===== src/rtl/mpr_pkg.sv =====
package mpr_pkg;
  typedef enum logic [1:0] {
    OP_NOP = 2'd0,
    OP_MRS = 2'd1,
    OP_RD  = 2'd2,
    OP_WR  = 2'd3
  } op_e;

  localparam int MR3_BANK  = 3;
  localparam int BURST_LEN = 8;
  localparam int BEAT_W    = $clog2(BURST_LEN);
endpackage


===== src/rtl/mpr_mode_ctrl.sv =====
module mpr_mode_ctrl
  import mpr_pkg::*;
#(
  parameter int BANK_W = 3,
  parameter int T_MOD  = 12
) (
  input  logic              clk,
  input  logic              rst_n,
  input  logic              cmd_valid,
  input  logic [1:0]        cmd_op,
  input  logic [BANK_W-1:0] cmd_bank,
  input  logic [2:0]        cmd_addr_lo,
  input  logic              sched_quiet,
  output logic              mode_on,
  output logic              rd_go,
  output logic              viol_wr,
  output logic              viol_rd,
  output logic              viol_exit
);
  localparam int MW = $clog2(T_MOD + 1);

  logic          is_mr3, enter, leave, is_rd, is_wr;
  logic [MW-1:0] mod_cnt;

  always_comb begin
    is_mr3 = cmd_valid && (cmd_op == OP_MRS) && (cmd_bank == BANK_W'(MR3_BANK));
    // enable only when the pattern location field is 00
    enter  = is_mr3 && cmd_addr_lo[2] && (cmd_addr_lo[1:0] == 2'b00);
    // bit 2 clear leaves the mode
    leave  = is_mr3 && !cmd_addr_lo[2];
    is_rd  = cmd_valid && (cmd_op == OP_RD);
    is_wr  = cmd_valid && (cmd_op == OP_WR);
    // reads outside the mode are not serviced here
    rd_go  = is_rd && mode_on;
  end

  always_ff @(posedge clk) begin
    if (!rst_n) begin
      mode_on   <= 1'b0;
      mod_cnt   <= '0;
      viol_wr   <= 1'b0;
      viol_rd   <= 1'b0;
      viol_exit <= 1'b0;
    end else begin
      if (enter)      mode_on <= 1'b1;
      else if (leave) mode_on <= 1'b0;

      if (enter)              mod_cnt <= MW'(T_MOD - 1);
      else if (mod_cnt != 0)  mod_cnt <= mod_cnt - 1'b1;

      viol_wr   <= is_wr && mode_on;
      viol_rd   <= rd_go && (mod_cnt != 0);
      viol_exit <= leave && mode_on && !sched_quiet;
    end
  end
endmodule


===== src/rtl/mpr_burst_sched.sv =====
module mpr_burst_sched
  import mpr_pkg::*;
#(
  parameter int RL      = 5,
  parameter int Q_DEPTH = 4,
  parameter int T_MPRR  = 1
) (
  input  logic              clk,
  input  logic              rst_n,
  input  logic              rd_go,
  output logic              busy,
  output logic [BEAT_W-1:0] beat,
  output logic              quiet
);
  localparam int PW = $clog2(Q_DEPTH + 1);
  localparam int TW = $clog2(T_MPRR + 1);
  localparam logic [BEAT_W-1:0] LAST = BEAT_W'(BURST_LEN - 1);

  logic [RL-1:0] dly;
  logic [PW-1:0] pend;
  logic [TW-1:0] gap_cnt;
  logic          arrival, load, can_start, take;

  // latency line: one bit per cycle of AL + CL
  generate
    if (RL == 1) begin : g_lat1
      always_ff @(posedge clk) begin
        if (!rst_n) dly <= '0;
        else        dly <= rd_go;
      end
    end else begin : g_latn
      always_ff @(posedge clk) begin
        if (!rst_n) dly <= '0;
        else        dly <= {dly[RL-2:0], rd_go};
      end
    end
  endgenerate

  always_comb begin
    arrival   = dly[RL-1];
    load      = arrival || (pend != '0);
    can_start = !busy || (beat == LAST);
    take      = can_start && load;
    quiet     = !busy && (dly == '0) && (pend == '0) && (gap_cnt == '0);
  end

  // bursts chain back to back in arrival order
  always_ff @(posedge clk) begin
    if (!rst_n) begin
      busy    <= 1'b0;
      beat    <= '0;
      pend    <= '0;
      gap_cnt <= '0;
    end else begin
      if (take) begin
        busy <= 1'b1;
        beat <= '0;
      end else if (can_start) begin
        busy <= 1'b0;
        beat <= '0;
      end else begin
        beat <= beat + 1'b1;
      end

      pend <= pend + PW'(arrival) - PW'(take);

      // quiet window after the final beat
      if (busy && can_start && !load) gap_cnt <= TW'(T_MPRR - 1);
      else if (gap_cnt != '0)         gap_cnt <= gap_cnt - 1'b1;
    end
  end
endmodule


===== src/rtl/mpr_pattern_gen.sv =====
module mpr_pattern_gen
  import mpr_pkg::*;
#(
  parameter int DQ_W = 8
) (
  input  logic              valid,
  input  logic [BEAT_W-1:0] beat,
  output logic [DQ_W-1:0]   data
);
  logic unused_beat_hi;
  assign unused_beat_hi = ^beat[BEAT_W-1:1];

  // alternating pattern, same bit on every lane
  for (genvar i = 0; i < DQ_W; i++) begin : g_lane
    assign data[i] = valid & beat[0];
  end
endmodule


===== src/rtl/mpr_responder.sv =====
module mpr_responder
  import mpr_pkg::*;
#(
  parameter int DQ_W    = 8,
  parameter int BANK_W  = 3,
  parameter int ADDR_W  = 16,
  parameter int AL      = 0,
  parameter int CL      = 5,
  parameter int T_MOD   = 12,
  parameter int T_MPRR  = 1,
  parameter int Q_DEPTH = 4
) (
  input  logic              clk,
  input  logic              rst_n,
  input  logic              cmd_valid,
  input  logic [1:0]        cmd_op,
  input  logic [BANK_W-1:0] cmd_bank,
  input  logic [ADDR_W-1:0] cmd_addr,
  output logic              mpr_on,
  output logic              rd_valid,
  output logic [DQ_W-1:0]   rd_data,
  output logic              viol_wr,
  output logic              viol_rd,
  output logic              viol_exit
);
  localparam int RL = AL + CL;

  logic              rd_go, sched_quiet;
  logic [BEAT_W-1:0] beat;
  logic              unused_addr_hi;

  assign unused_addr_hi = ^cmd_addr[ADDR_W-1:3];

  mpr_mode_ctrl #(.BANK_W(BANK_W), .T_MOD(T_MOD)) u_mode (
    .clk(clk), .rst_n(rst_n),
    .cmd_valid(cmd_valid), .cmd_op(cmd_op), .cmd_bank(cmd_bank),
    .cmd_addr_lo(cmd_addr[2:0]), .sched_quiet(sched_quiet),
    .mode_on(mpr_on), .rd_go(rd_go),
    .viol_wr(viol_wr), .viol_rd(viol_rd), .viol_exit(viol_exit)
  );

  mpr_burst_sched #(.RL(RL), .Q_DEPTH(Q_DEPTH), .T_MPRR(T_MPRR)) u_sched (
    .clk(clk), .rst_n(rst_n), .rd_go(rd_go),
    .busy(rd_valid), .beat(beat), .quiet(sched_quiet)
  );

  mpr_pattern_gen #(.DQ_W(DQ_W)) u_pat (
    .valid(rd_valid), .beat(beat), .data(rd_data)
  );
endmodule


===== config.mk =====
export PLATFORM = sky130hd
export DESIGN_NAME = mpr_responder
export DESIGN_NICKNAME = d
export VERILOG_FILES = /design/src/rtl/mpr_pkg.sv /design/src/rtl/mpr_mode_ctrl.sv /design/src/rtl/mpr_burst_sched.sv /design/src/rtl/mpr_pattern_gen.sv /design/src/rtl/mpr_responder.sv
export SDC_FILE = /design/constraint.sdc
export NUM_CORES = 1
export LEC_CHECK = 0
export ABC_AREA = 1
export BUFFER_PORTS_ARGS = -buffer_cell sky130_fd_sc_hd__buf_2
export CAP_MARGIN = 20
export CORE_MARGIN = 3
export CORE_UTILIZATION = 46
export CTS_CLUSTER_SIZE = 30
export DETAILED_ROUTE_END_ITERATION = 10
export PLACE_DENSITY_LB_ADDON = 0.05
export SYNTH_ARGS = -nofsm -noshare
export SYNTH_HDL_FRONTEND = slang
export SYNTH_SLANG_ARGS = --single-unit
export TNS_END_PERCENT = 20

===== constraint.sdc =====
create_clock -name clk -period 2.6 [get_ports clk]
set_clock_uncertainty 0.2 [all_clocks]
set_input_delay 0.39 -clock clk [delete_from_list [all_inputs] [get_ports clk]]
set_output_delay 0.39 -clock clk [all_outputs]
set_load 0.01 [all_outputs]

==> metrics.txt <==
number of synthesized register bits 21; total wire length ~1.4 mm; area occupied by multi-input gates roughly 350 sq um; die width about 51 microns; Leak ~0.0006 uW; post_cts resized 0; die area 0.00259 sq mm; CTS buffer count 3; CP Cell Sequence ha_1, ha_1, inv_1, a21boi_0, ha_1, inv_1, ha_1, fa_1, inv_1, nand2_1, a21oi_1; Final HPWL DP about 1.1 mm; Netlist cell types 19; register area share after synthesis 45.3%; min-delay worst type primary input to flop; VDD IR max 0.585 mV; crit share post-route between 80% and 90%; Worst setup EP type flop; drt wl/cell ~8.5 microns; CP Max Fanout 3; Layout area overhead 12.1%; TritonRoute pass-1 iters 2; design area 0.00104 sq mm; GPL Wtd Cong 0.753; Sequential Area between 400 and 500 sq um; CTS root buf clkbuf_4; CP most frequent cell ha_1; Via Count between 700 and 800; met3 WL 114 microns; DRT iter0 DRCs 6; commonest non-fill, non-tap cell in the layout inv_1; most frequent cells in the layout 25 x inv_1, 23 x buf_2, 21 x dfxtp_1, 20 x nand2_1, 13 x nor2_1; Overall Power between 700 and 800 uW; Synth top area share between 40 and 50%; Max-Cap Viols 0; TNS Setup 0 ns; initial antenna violation count 0; delay of the slowest critical-path stage ~0.38 ns; Bufs on Longest Clock Path 2; count of final hold-check violations 0; critical path class flop to flop; gr usage total between 10% and 20%; clk sinks 21; Buffers on Ports 23; Worst Path Arrival between 2 and 2.5 ns; syn nets 146; Max Clock Freq between 400 and 500 MHz; nets around 170; top cells by area, synth dfxtp_1 45%, inv_1 10%, nand2_1 8.1%; share of layout cells above drive strength 1 22.1%; row cnt 15; Hold Buf Count CTS 0; largest net degree at the start of global routing 13; Syn Area/Cell between 7 and 8 sq um; Initial Utilization between 50% and 60%; Cell Area, Placed around 0.0010 sq mm; Slew Viols, Final 0; first-pass GRT wire length around 2.5 mm; vias in the first global route 666; total core area between 0.0015 and 0.002 sq mm; Yosys top cell by area dfxtp_1; CTS HTree Levels 1; Die Span Y between 50 and 60 microns; later-pin clock latency in the skew report 0.29 ns; post-route minimum period ~2.3 ns; CP delay by family, top adder cells; outcome finished clean; total gr overflow 0; Worst path slowest cell fa_1; Critical Path RT between 2 and 3 ns; # DRC 0; clock-pin slew on the worst setup and hold paths 0.11 ns; RSZ-0062 raised after global routing false; Ys Warns 0; IO Pins 37; Buf/Inv on CP 3; Placed Cells ~160; met2 WL between 600 and 700 microns; post-synthesis cell count 117; drt via density around 4.4; Post-Layout Cell Count roughly 160; post-CTS setup buffer count 0; Fillers about 180; Routed Antenna Nets 0; area of the mapped netlist around 930 sq um; Setup-failing EPs final 0; antenna cells 0; CTS tree done; routed metal-1 wirelength approximately 600 microns; uppermost layer routed met4; P per Cell Area around 740 mW/mm^2; Setup crit start kind flop
Yosys cell counts:
cell type  number
a21boi_0        2
a21oi_1         5
buf_4           8
conb_1          1
dfxtp_1        21
fa_1            1
ha_1            4
inv_1          25
nand2_1        20
nand2_2         1
nand3_1         7
nand3_2         1
nor2_1         13
nor2_4          1
nor3_1          1
nor3_4          1
o21ai_0         3
xnor2_1         1
xor2_1          1
area by class of cell:
| type | count | area share [%] |
|---|---|---|
| inverter | 25 | 9.01 |
| sequential | 21 | 40.4 |
| clock buffer | 4 | 2.52 |
| multi-input combinational | 63 | 34.0 |
| timing repair buffer | 23 | 11.1 |
| tap | 25 | 3.00 |
cell families (layout without fill, tap and decap cells):
logic type / after synthesis / count (layout) / synth area share, %
and+or+nand+nor: 45 / 45 / 22.4
buffers and inverters: 33 / 52 / 16.6
DFF: 21 / 21 / 45.3
AOI/OAI and AO/OA: 10 / 10 / 5.93
adders and majority gates: 5 / 5 / 7.55
xor gates and xnor gates: 2 / 2 / 1.89
other: 1 / 1 / 0.404
sequential cells by signal (all words and copies together), names as in the netlist:
name,count
u_sched.dly,5
u_mode.mod_cnt,4
u_sched.beat,3
u_sched.pend,3
u_mode.mode_on,1
u_mode.viol_exit,1
u_mode.viol_rd,1
u_mode.viol_wr,1
u_sched.busy,1
u_sched.gap_cnt,1
path summary, 6_finish.rpt:
kind	from	to	depth (start not counted)	slack (ns)
hold / removal	cmd_op[0]	u_sched.dly[0]	2	0.09
hold reg to reg	u_sched.dly[2]	u_sched.dly[3]	2	0.24
setup reg to reg	u_sched.beat[0]	u_sched.pend[2]	11	0.32
setup / recovery	u_sched.beat[0]	u_sched.pend[2]	11	0.32
where the power goes:
part           internal, uW  switching (uW)  total, uW
Sequential              358            29.9        388
Clock                  59.7            90.7        150
Combinational           104             132        236
worst reg2reg max path, stage by stage (launching register included):
cell and delay, ns:
dfxtp_1 0.34, ha_1 0.20, ha_1 0.17, inv_1 0.07
a21boi_0 0.09, ha_1 0.29, inv_1 0.04, ha_1 0.18
fa_1 0.38, inv_1 0.07, nand2_1 0.05, a21oi_1 0.14
through the flow:
| step | hold WS [ns] | util (%) | setup slack, ns |
|---|---|---|---|
| 6_report | 0.0901 | 57.2 | 0.325 |
| 5_1_grt | 0.0844 | 57.2 | 0.165 |
| 4_1_cts | 0.0780 | 57.2 | 0.291 |
| 3_5_place_dp | 0.231 | 55.7 | 0.320 |
| 3_3_place_gp | 0.220 | 55.7 | 0.390 |
| 2_1_floorplan | 0.214 | - | 0.474 |
per-layer routing:
metal	vias to the layer above	track usage, %
met5	-	0
met4	0	2.69
met3	2	5.25
met2	23	23.0
met1	299	12.9
li1	381	-
Note: power is estimated with default switching activity, not from simulation.
